$ cat src/rtl/dsch_pkg.sv
package dsch_pkg;
    typedef enum logic [1:0] {
        OP_WRITE = 2'd0,
        OP_SET   = 2'd1,
        OP_CLEAR = 2'd2,
        OP_NONE  = 2'd3
    } reg_op_e;

    typedef enum logic {
        T_IDLE = 1'b0,
        T_WAIT = 1'b1
    } tmr_state_e;
endpackage

$ cat src/rtl/dsch_timer.sv
module dsch_timer
    import dsch_pkg::*;
#(
    parameter int DLY_W  = 11,
    parameter int LOOP_W = 5
) (
    input  logic              clk,
    input  logic              rst_n,
    input  logic              tick_i,
    input  logic              start_i,
    input  logic              stop_i,
    input  logic [DLY_W-1:0]  dly_i,
    input  logic [LOOP_W-1:0] loop_i,
    output logic              expire_o,
    output logic              final_o
);
    tmr_state_e        st_q, st_d;
    logic [DLY_W-1:0]  cnt_q, cnt_d;
    logic [LOOP_W-1:0] lp_q, lp_d;
    logic              at_end;

    assign at_end = (cnt_q <= DLY_W'(1));

    // outputs
    always_comb begin
        expire_o = (st_q == T_WAIT) && tick_i && at_end;
        final_o  = expire_o && (lp_q == '0);
    end

    // next state
    always_comb begin
        st_d  = st_q;
        cnt_d = cnt_q;
        lp_d  = lp_q;
        if (start_i) begin
            st_d  = T_WAIT;
            cnt_d = dly_i;
            lp_d  = loop_i;
        end else begin
            unique case (st_q)
                T_IDLE: ;
                T_WAIT: begin
                    if (stop_i) begin
                        st_d = T_IDLE;
                    end else if (tick_i) begin
                        if (at_end) begin
                            if (lp_q == '0) begin
                                st_d = T_IDLE;
                            end else begin
                                lp_d  = lp_q - LOOP_W'(1);
                                cnt_d = dly_i;
                            end
                        end else begin
                            cnt_d = cnt_q - DLY_W'(1);
                        end
                    end
                end
            endcase
        end
    end

    always_ff @(posedge clk or negedge rst_n) begin
        if (!rst_n) begin
            st_q  <= T_IDLE;
            cnt_q <= '0;
            lp_q  <= '0;
        end else begin
            st_q  <= st_d;
            cnt_q <= cnt_d;
            lp_q  <= lp_d;
        end
    end
endmodule

$ cat src/rtl/dsch_regs.sv
module dsch_regs
    import dsch_pkg::*;
#(
    parameter int N_TMR    = 4,
    parameter int REG_W    = 32,
    parameter int KICK_BIT = 20,
    localparam int IDX_W   = (N_TMR > 1) ? $clog2(N_TMR) : 1
) (
    input  logic                         clk,
    input  logic                         rst_n,
    input  logic                         wr_en_i,
    input  logic [1:0]                   wr_op_i,
    input  logic [IDX_W-1:0]             wr_idx_i,
    input  logic [REG_W-1:0]             wr_data_i,
    input  logic [N_TMR-1:0]             hw_clr_i,
    input  logic [N_TMR-1:0]             hw_set_i,
    output logic [N_TMR-1:0][REG_W-1:0]  sw_view_o,
    output logic [N_TMR-1:0][REG_W-1:0]  reg_q_o,
    output logic [N_TMR-1:0]             kick_d_o,
    output logic [N_TMR-1:0]             kick_rise_o
);
    logic [N_TMR-1:0][REG_W-1:0] reg_d;

    for (genvar i = 0; i < N_TMR; i++) begin : g_word
        always_comb begin
            sw_view_o[i] = reg_q_o[i];
            if (wr_en_i && (wr_idx_i == IDX_W'(i))) begin
                case (reg_op_e'(wr_op_i))
                    OP_WRITE: sw_view_o[i] = wr_data_i;
                    OP_SET:   sw_view_o[i] = reg_q_o[i] | wr_data_i;
                    OP_CLEAR: sw_view_o[i] = reg_q_o[i] & ~wr_data_i;
                    default:  sw_view_o[i] = reg_q_o[i];
                endcase
            end
        end

        // hardware restart wins over the automatic clear and over software
        assign kick_d_o[i]    = (sw_view_o[i][KICK_BIT] & ~hw_clr_i[i]) | hw_set_i[i];
        assign kick_rise_o[i] = sw_view_o[i][KICK_BIT] & ~reg_q_o[i][KICK_BIT];

        always_comb begin
            reg_d[i]           = sw_view_o[i];
            reg_d[i][KICK_BIT] = kick_d_o[i];
        end

        always_ff @(posedge clk or negedge rst_n) begin
            if (!rst_n) reg_q_o[i] <= '0;
            else        reg_q_o[i] <= reg_d[i];
        end
    end
endmodule

$ cat src/rtl/dsch_fanout.sv
module dsch_fanout #(
    parameter int N_TMR  = 4,
    parameter int SLOT_W = 8
) (
    input  logic [N_TMR-1:0]              expire_i,
    input  logic [N_TMR-1:0][SLOT_W-1:0]  slot_mask_i,
    input  logic [N_TMR-1:0][N_TMR-1:0]   rtg_mask_i,
    output logic [SLOT_W-1:0]             slot_or_o,
    output logic [N_TMR-1:0]              rtg_hit_o
);
    always_comb begin
        slot_or_o = '0;
        rtg_hit_o = '0;
        for (int i = 0; i < N_TMR; i++) begin
            if (expire_i[i]) begin
                slot_or_o = slot_or_o | slot_mask_i[i];
                rtg_hit_o = rtg_hit_o | rtg_mask_i[i];
            end
        end
    end
endmodule

$ cat src/rtl/delay_sched.sv
module delay_sched
    import dsch_pkg::*;
#(
    parameter int N_TMR  = 4,
    parameter int DLY_W  = 11,
    parameter int LOOP_W = 5,
    parameter int SLOT_W = 8,
    parameter int REG_W  = 32,
    localparam int IDX_W    = (N_TMR > 1) ? $clog2(N_TMR) : 1,
    localparam int LOOP_LO  = DLY_W,
    localparam int RTG_LO   = LOOP_LO + LOOP_W,
    localparam int KICK_BIT = RTG_LO + N_TMR,
    localparam int SLOT_LO  = REG_W - SLOT_W
) (
    input  logic              clk,
    input  logic              rst_n,
    input  logic              tick_i,
    input  logic              wr_en_i,
    input  logic [1:0]        wr_op_i,
    input  logic [IDX_W-1:0]  wr_idx_i,
    input  logic [REG_W-1:0]  wr_data_i,
    input  logic [IDX_W-1:0]  rd_idx_i,
    output logic [REG_W-1:0]  rd_data_o,
    output logic [SLOT_W-1:0] slot_go_o,
    output logic [N_TMR-1:0]  done_o
);
    logic [N_TMR-1:0][REG_W-1:0]  sw_view, reg_q;
    logic [N_TMR-1:0][SLOT_W-1:0] slot_mask;
    logic [N_TMR-1:0][N_TMR-1:0]  rtg_mask;
    logic [N_TMR-1:0] kick_d, kick_rise, kick_q;
    logic [N_TMR-1:0] expire, fin, rtg_hit, hw_clr, start, stop;
    logic [SLOT_W-1:0] slot_or;

    assign hw_clr = fin & ~rtg_hit;
    assign start  = rtg_hit | kick_rise;
    assign stop   = ~kick_d;

    dsch_regs #(.N_TMR(N_TMR), .REG_W(REG_W), .KICK_BIT(KICK_BIT)) u_regs (
        .clk(clk), .rst_n(rst_n),
        .wr_en_i(wr_en_i), .wr_op_i(wr_op_i), .wr_idx_i(wr_idx_i), .wr_data_i(wr_data_i),
        .hw_clr_i(hw_clr), .hw_set_i(rtg_hit),
        .sw_view_o(sw_view), .reg_q_o(reg_q),
        .kick_d_o(kick_d), .kick_rise_o(kick_rise)
    );

    for (genvar i = 0; i < N_TMR; i++) begin : g_tmr
        assign slot_mask[i] = sw_view[i][SLOT_LO +: SLOT_W];
        assign rtg_mask[i]  = sw_view[i][RTG_LO +: N_TMR];
        assign kick_q[i]    = reg_q[i][KICK_BIT];

        dsch_timer #(.DLY_W(DLY_W), .LOOP_W(LOOP_W)) u_tmr (
            .clk(clk), .rst_n(rst_n), .tick_i(tick_i),
            .start_i(start[i]), .stop_i(stop[i]),
            .dly_i(sw_view[i][DLY_W-1:0]),
            .loop_i(sw_view[i][LOOP_LO +: LOOP_W]),
            .expire_o(expire[i]), .final_o(fin[i])
        );
    end

    dsch_fanout #(.N_TMR(N_TMR), .SLOT_W(SLOT_W)) u_fan (
        .expire_i(expire), .slot_mask_i(slot_mask), .rtg_mask_i(rtg_mask),
        .slot_or_o(slot_or), .rtg_hit_o(rtg_hit)
    );

    assign rd_data_o = reg_q[rd_idx_i];

    always_ff @(posedge clk or negedge rst_n) begin
        if (!rst_n) begin
            slot_go_o <= '0;
            done_o    <= '0;
        end else begin
            slot_go_o <= slot_or;
            done_o    <= hw_clr;
        end
    end
endmodule

$ cat config.mk
export PLATFORM = sky130hd
export DESIGN_NAME = delay_sched
export DESIGN_NICKNAME = d
export VERILOG_FILES = /design/src/rtl/dsch_pkg.sv /design/src/rtl/dsch_timer.sv /design/src/rtl/dsch_regs.sv /design/src/rtl/dsch_fanout.sv /design/src/rtl/delay_sched.sv
export SDC_FILE = /design/constraint.sdc
export NUM_CORES = 1
export LEC_CHECK = 0
export BUFFER_PORTS_ARGS = -buffer_cell sky130_fd_sc_hd__buf_4
export CELL_PAD_IN_SITES_DETAIL_PLACEMENT = 1
export CELL_PAD_IN_SITES_GLOBAL_PLACEMENT = 2
export CORE_MARGIN = 4
export CORE_UTILIZATION = 38
export CTS_CLUSTER_DIAMETER = 30
export DETAILED_ROUTE_END_ITERATION = 12
export PLACE_DENSITY_LB_ADDON = 0.1
export SLEW_MARGIN = 15
export SYNTH_ARGS = -nofsm -noshare
export SYNTH_HDL_FRONTEND = slang
export SYNTH_SLANG_ARGS = --single-unit
$ cat constraint.sdc
create_clock -name clk -period 3.7 [get_ports clk]
set_input_delay 0.37 -clock clk [delete_from_list [all_inputs] [get_ports clk]]
set_output_delay 0.37 -clock clk [all_outputs]
set_load 0.005 [all_outputs]
==> metrics, run 1 <==
pin count of the biggest net entering global routing 80; crit path max-delay cell type a211oi_1; Slew headroom 0.316; CTS Hold Buffers Added 1; via count ~11000; vias in the first global route around 11000; Post-CTS Setup Bufs 0; DRT antenna net count 0; worst vdd ir slightly below 0.5 mV; WP buf/inv 2; H-tree lvl count 3; Ys Warns 0; total gr overflow 0; Die W 181 um; Arr. time, crit path 3.65 ns; post-route total power approximately 0.011 W; Die Footprint ~33000 um^2; post-DP HPWL between 20000 and 30000 um; Leak Pwr roughly 7.0 nW; antenna violations before repair 2; CP Depth 8; worst-margin pin slew between 1 and 1.5 ns; slowest stage delay, CP around 0.62 ns; Top Layer Used met4; Worst EP required roughly 4.1 ns; endpoints failing hold 0; Detailed Route Iter0 Violations 793; syn_area_per_cell roughly 9 um^2; post-synthesis mux area share 0.0756; CP Capture Type flop; CTS tree done; DRT Wirelength 43600 um; setup violators final 0; met3 wire len about 2100 um; Pwr Density between 700 and 800 nW/um^2; r2r worst-path depth 8; synth unique cells 75; Post-Syn Instances 1266; Largest delay share family, worst path compound AO/OA/AOI/OAI gates; Crit Path Class flop to flop; worst-path fanout max 12; Netlist Area Pre-Place 11400 um^2; Layout fillers roughly 3400; post-synthesis sequential area ratio 0.455; most frequent cells in the layout 317 x nand2_1, 208 x dfrtp_1, 140 x o21ai_0; I/O Buffers 85; largest family of logic cells by synthesized area simple AND/OR/NAND/NOR gates; Synth Area in Adders 0.0175; CP startpoint kind flop; # diodes 0; status finished, final reports clean; gpl congestion 0.913; FP Rows 63; clk buf depth 3; commonest non-fill, non-tap cell in the layout nand2_1; crit-path cells nor4_4 > o2111ai_1 > buf_4 > a211oi_1 > a2111oi_4 > nand2_1 > inv_1 > a221o_1; DRC Markers 0; Die H about 180 um; fin area 14900 um^2; simple-gate area share of the yosys netlist 0.203; Syn Nets between 1000 and 1500; Core ar. slightly below 30000 um^2; Clock Latency Late Sink ~0.56 ns; fin. max-slew vios 0; CTS buffer count between 60 and 70; period utilisation layout 0.871; total track usage 0.264; Compound-Gate Fraction of Synth Area 0.197; routed len/inst roughly 24 um; Period minus WS final around 3.2 ns; Post-Synth XOR/XNOR Area 0.0123; Met1 Routed Length 20800 um; EDFF count, synth 0; Post-synth ARST share 1.00; RSZ-0062 raised after global routing false; clk root buf clkbuf_16; maximum clock frequency 0.310 GHz; Vias/cell around 5.7; layout cell share with drive strength beyond 1 0.211; Tightest Hold Check Type primary input to flop; Worst Hold Depth 3; # resized after CTS 0; Initial Util 0.386; Worst Hold Slack roughly 0.076 ns; Final Skew 0.0244 ns; setup TNS 0 ns; Area Growth Syn to Fin 30.7%; routed length on met2 around 20000 um; first-pass GRT wire length 67800 um; clock sinks roughly 210; Ports 86; nets roughly 1500; clock slew at reported path FFs 0.04 ns; max_cap viols 0; Area after DPL 12600 um^2; Seq cells post-synth 208; ys flop type dfrtp_1; 1st-pass router iterations 5
## power breakdown
part | internal [W] | switching, W | total [W]
sequential | 0.00285 | 0.000491 | 0.00334
combinational | 0.000916 | 0.00129 | 0.00221
clock | 0.00407 | 0.00163 | 0.00570
total | 0.00784 | 0.00341 | 0.0112
## cell usage after synthesis (4+ instances only)
| master | count | area, um^2 |
|---|---|---|
| a2111oi_4 | 4 | 110 |
| a211oi_1 | 14 | 105 |
| a21o_1 | 31 | 233 |
| a21oi_1 | 70 | 350 |
| a22oi_1 | 8 | 60.1 |
| a31o_2 | 5 | 43.8 |
| a31oi_1 | 6 | 37.5 |
| and2_1 | 4 | 25.0 |
| and3b_1 | 4 | 35.0 |
| buf_1 | 12 | 45.0 |
| buf_2 | 10 | 50.1 |
| clkbuf_1 | 39 | 146 |
| dfrtp_1 | 208 | 5200 |
| ha_1 | 16 | 200 |
| inv_1 | 50 | 188 |
| mux2_2 | 11 | 124 |
| mux4_2 | 32 | 721 |
| nand2_1 | 317 | 1190 |
| nand2b_1 | 7 | 43.8 |
| nand3_1 | 36 | 180 |
| nand3b_1 | 9 | 67.6 |
| nand4_1 | 7 | 43.8 |
| nor2_1 | 60 | 225 |
| nor2b_1 | 12 | 75.1 |
| nor3_1 | 21 | 105 |
| nor4_1 | 11 | 68.8 |
| nor4b_1 | 4 | 35.0 |
| o211ai_1 | 5 | 37.5 |
| o21ai_0 | 140 | 701 |
| o22ai_1 | 5 | 31.3 |
| o31ai_1 | 25 | 188 |
| or3_1 | 4 | 25.0 |
| xnor2_1 | 13 | 114 |
## per-stage QoR
stage / utilization / setup WS, ns / std cells
5_1_grt: 0.504 / 0.347 / 1835
6_report: 0.504 / 0.478 / 1835
3_3_place_gp: 0.427 / 0.515 / 1716
3_5_place_dp: 0.427 / 0.548 / 1716
2_1_floorplan: - / 1.14 / 1266
4_1_cts: 0.504 / 0.530 / 1835
## worst reg2reg max path: stages (launching register included)
cell and delay [ns]:
dfrtp_1 0.44, nor4_4 0.50, o2111ai_1 0.31, buf_4 0.27
a211oi_1 0.62, a2111oi_4 0.17, nand2_1 0.41, inv_1 0.09
a221o_1 0.31
## per-layer routing
layer  vias to the layer above  track usage
li1                       4780            -
met1                      5397        0.389
met2                       280        0.405
met3                        61       0.0457
met4                         0       0.0687
met5                         -            0
## logic make-up (layout without fill, tap and decap cells)
| group | Yosys count | after routing |
|---|---|---|
| and+or+nand+nor | 518 | 518 |
| AOI/OAI and AO/OA | 350 | 350 |
| DFF | 208 | 208 |
| muxes | 45 | 45 |
| xor gates and xnor gates | 16 | 16 |
| adders and majority gates | 16 | 16 |
| buffers and inverters | 113 | 292 |
## final timing paths
path / startpoint / endpoint / slack, ns
setup / recovery: g_tmr[2].u_tmr.cnt_q[6]$_DFFE_PN0P_ / g_tmr[3].u_tmr.cnt_q[7]$_DFFE_PN0P_ / 0.48
min in group asynchronous: rst_n / slot_go_o[6]$_DFF_PN0_ / 0.42
hold / removal: wr_data_i[23] / u_regs.reg_q_o[23]$_DFFE_PN0P_ / 0.08
setup reg to reg: g_tmr[2].u_tmr.cnt_q[6]$_DFFE_PN0P_ / g_tmr[3].u_tmr.cnt_q[7]$_DFFE_PN0P_ / 0.48
max in group asynchronous: rst_n / u_regs.reg_q_o[10]$_DFF_PN0_ / 2.38
hold reg to reg: g_tmr[2].u_tmr.st_q$_DFF_PN0_ / g_tmr[2].u_tmr.st_q$_DFF_PN0_ / 0.51
## flip-flops by register name, summed over array words and instances, names as in the netlist
register and flops:
slot_go_o 8, u_regs.reg_q_o 128, done_o 4, g_tmr.u_tmr.cnt_q 44, g_tmr.u_tmr.lp_q 20, g_tmr.u_tmr.st_q 4
## layout make-up
cell class | count | area, um^2 | share of cell area
multi-input combinational | 945 | 5830 | 0.390
sequential | 208 | 5200 | 0.349
inverter | 50 | 188 | 0.0126
clock inverter | 24 | 344 | 0.0230
timing repair buffer | 124 | 953 | 0.0638
clock buffer | 94 | 1930 | 0.129
tap | 390 | 488 | 0.0327
Note: power is estimated with default switching activity, not from simulation.
==> run 2: changes to the inputs <==
RECOVER_POWER = 50   (was unset)
==> metrics, run 2 (synthesis gave the netlist of run 1 again) <==
status finished, violations left (was finished, final reports clean); failing checks capacitance limit, slew limit; setup violators final 0 (unchanged); nets 1453 (unchanged); endpoints failing hold 0 (unchanged); Vias/cell 5.76 (was 5.73); slowest stage delay, CP 0.86 ns (was 0.62 ns); Die W 181 um (unchanged); Ports 86 (unchanged); CP startpoint kind primary input (was flop); r2r worst-path depth 8 (unchanged); pin count of the biggest net entering global routing 80 (unchanged); grt met1 use 0.389 (unchanged); global-route met2 utilization 0.405 (unchanged); Area Growth Syn to Fin 30.2% (was 30.7%); Clock Latency Late Sink 0.56 ns (about the same); # diodes 0 (unchanged); Tightest Hold Check Type primary input to flop (unchanged); CTS Hold Buffers Added 1 (unchanged); RSZ-0062 raised after global routing false (unchanged); first-pass GRT wire length 67800 um (unchanged); worst r2r src g_tmr[2].u_tmr.cnt_q[6]$_DFFE_PN0P_ (unchanged); DRT Wirelength 43700 um (was 43600 um); clock slew at reported path FFs 0.04 ns (about the same); Period minus WS final 3.24 ns (was 3.22 ns); Die H 181 um (unchanged); met3 Resource Use GR 0.0457 (unchanged); Worst EP required 4.14 ns (was 4.13 ns); # resized after CTS 0 (unchanged); Detailed Route Iter0 Violations 776 (was 793); GR peak layer met2 (unchanged); maximum clock frequency 0.309 GHz (was 0.310 GHz); capturing point of the worst reg2reg path g_tmr[3].u_tmr.cnt_q[8]$_DFFE_PN0P_ (was g_tmr[3].u_tmr.cnt_q[7]$_DFFE_PN0P_); max_cap viols 2 (was 0); H-tree lvl count 3 (unchanged); layout cell share with drive strength beyond 1 0.205 (was 0.211); worst-margin pin slew 2.30 ns (was 1.03 ns); clk buf depth 3 (unchanged); vias in the first global route 11100 (unchanged); Die Footprint 32900 um^2 (unchanged); worst-path fanout max 17 (was 12); Post-CTS Setup Bufs 0 (unchanged); Reg with most FFs u_regs.reg_q_o (unchanged); largest registers u_regs.reg_q_o: 128 flops, g_tmr.u_tmr.cnt_q: 44 flops, g_tmr.u_tmr.lp_q: 20 flops (unchanged); commonest non-fill, non-tap cell in the layout nand2_1 (unchanged); clk root buf clkbuf_16 (unchanged); Initial Util 0.386 (unchanged); DRC Markers 0 (unchanged); clock sinks 208 (unchanged); CP Capture Type flop (unchanged); Worst Hold Path EP u_regs.reg_q_o[22]$_DFFE_PN0P_ (was u_regs.reg_q_o[23]$_DFFE_PN0P_); crit-path cells clkbuf_1 > nor4bb_1 > buf_4 > nand2_1 > a2111oi_0 > nor4_1 > nand2_1 > o21ai_0 > a211oi_1 (was nor4_4 > o2111ai_1 > buf_4 > a211oi_1 > a2111oi_4 > nand2_1 > inv_1 > a221o_1); total gr overflow 0 (unchanged); FP Rows 63 (unchanged); max reg flops 128 (unchanged); Leak Pwr 6.94 nW (was 6.97 nW); CTS buffer count 66 (unchanged); register area 5200 um^2 (unchanged); Arr. time, crit path 3.68 ns (was 3.65 ns); routed len/inst 23.8 um (about the same); Crit Path Class primary input to flop (was flop to flop); post-DP HPWL 29100 um (unchanged); fin. max-slew vios 79 (was 0); most frequent cells in the layout 317 x nand2_1, 208 x dfrtp_1, 140 x o21ai_0 (unchanged); HP Start wr_data_i[22] (was wr_data_i[23]); total track usage 0.264 (unchanged); Final Skew 0.0250 ns (was 0.0244 ns); Pwr Density 756 nW/um^2 (was 753 nW/um^2); period utilisation layout 0.876 (was 0.871); Slew headroom -0.533 (was 0.316); Worst path most repeated cell nand2_1; R2R setup slack 0.50 ns (was 0.48 ns); multi-input logic area 5800 um^2 (was 5830 um^2); crit path max-delay cell type nor4bb_1 (was a211oi_1); antenna violations before repair 2 (unchanged); Layout fillers 3391 (was 3386); Placement Setup Slack 0.548 ns (unchanged); Worst Hold Depth 3 (unchanged); worst vdd ir 0.497 mV (about the same); final worst slack 0.460 ns (was 0.478 ns); CTS tree done (unchanged); I/O Buffers 85 (unchanged); via count 10600 (was 10500); gpl congestion 0.913 (unchanged); setup TNS 0 ns (unchanged); Core ar. 29600 um^2 (unchanged); 1st-pass router iterations 5 (unchanged); DRT antenna net count 0 (unchanged)
[run 2: through the flow]
stage	cell area, um^2	cells	total power, W	hold WS (ns)	util
floorplan	11400	1266	0.00461	0.0744	-
global route	14900	1835	0.0118	0.0701	0.502
finish	14900	1835	0.0112	0.0762	0.502
global placement	12600	1716	0.00547	0.434	0.427
detailed placement	12600	1716	0.00553	0.433	0.427
CTS	14900	1835	0.0113	0.0595	0.504
[run 2: worst max path at each step]
stage	startpoint	to	depth (start not counted)	slack, ns
floorplan	g_tmr[2].u_tmr.cnt_q[6]$_DFFE_PN0P_	g_tmr[0].u_tmr.cnt_q[3]$_DFFE_PN0P_	8	1.14
CTS	g_tmr[2].u_tmr.cnt_q[6]$_DFFE_PN0P_	g_tmr[3].u_tmr.cnt_q[10]$_DFFE_PN0P_	8	0.53
detailed placement	g_tmr[2].u_tmr.cnt_q[6]$_DFFE_PN0P_	g_tmr[3].u_tmr.cnt_q[10]$_DFFE_PN0P_	8	0.55
global route	wr_op_i[1]	g_tmr[2].u_tmr.cnt_q[5]$_DFFE_PN0P_	9	0.23
finish	wr_op_i[1]	g_tmr[2].u_tmr.cnt_q[5]$_DFFE_PN0P_	9	0.46
global placement	wr_idx_i[0]	g_tmr[1].u_tmr.lp_q[1]$_DFFE_PN0P_	8	0.51
[run 2: power by group]
group | internal, W | switching, W | leakage, nW
clock | 0.00407 | 0.00163 | 1.11
sequential | 0.00285 | 0.000491 | 2.59
combinational | 0.000913 | 0.00129 | 3.24
total | 0.00783 | 0.00341 | 6.94
[run 2: worst max-delay path, delay by kind of cell]
kind	cells	cell delay [ns]
AO/OA/AOI/OAI	3	1.08
buffers and inverters	2	0.75
AND/OR/NAND/NOR	4	1.47
[run 2: layout make-up]
type	count	area share
Clock buffer	94	0.130
Tap cell	390	0.0328
Sequential cell	208	0.350
Inverter	50	0.0126
Clock inverter	24	0.0231
Multi-Input combinational cell	945	0.390
Timing Repair Buffer	124	0.0619
[run 2: routing by layer]
layer | vias up | part of all wire | routed length, um
met5 | - | 0 | 0
met4 | 0 | 0.017 | 763
met3 | 60 | 0.061 | 2660
met2 | 330 | 0.46 | 20000
met1 | 5396 | 0.46 | 20300
li1 | 4775 | - | -
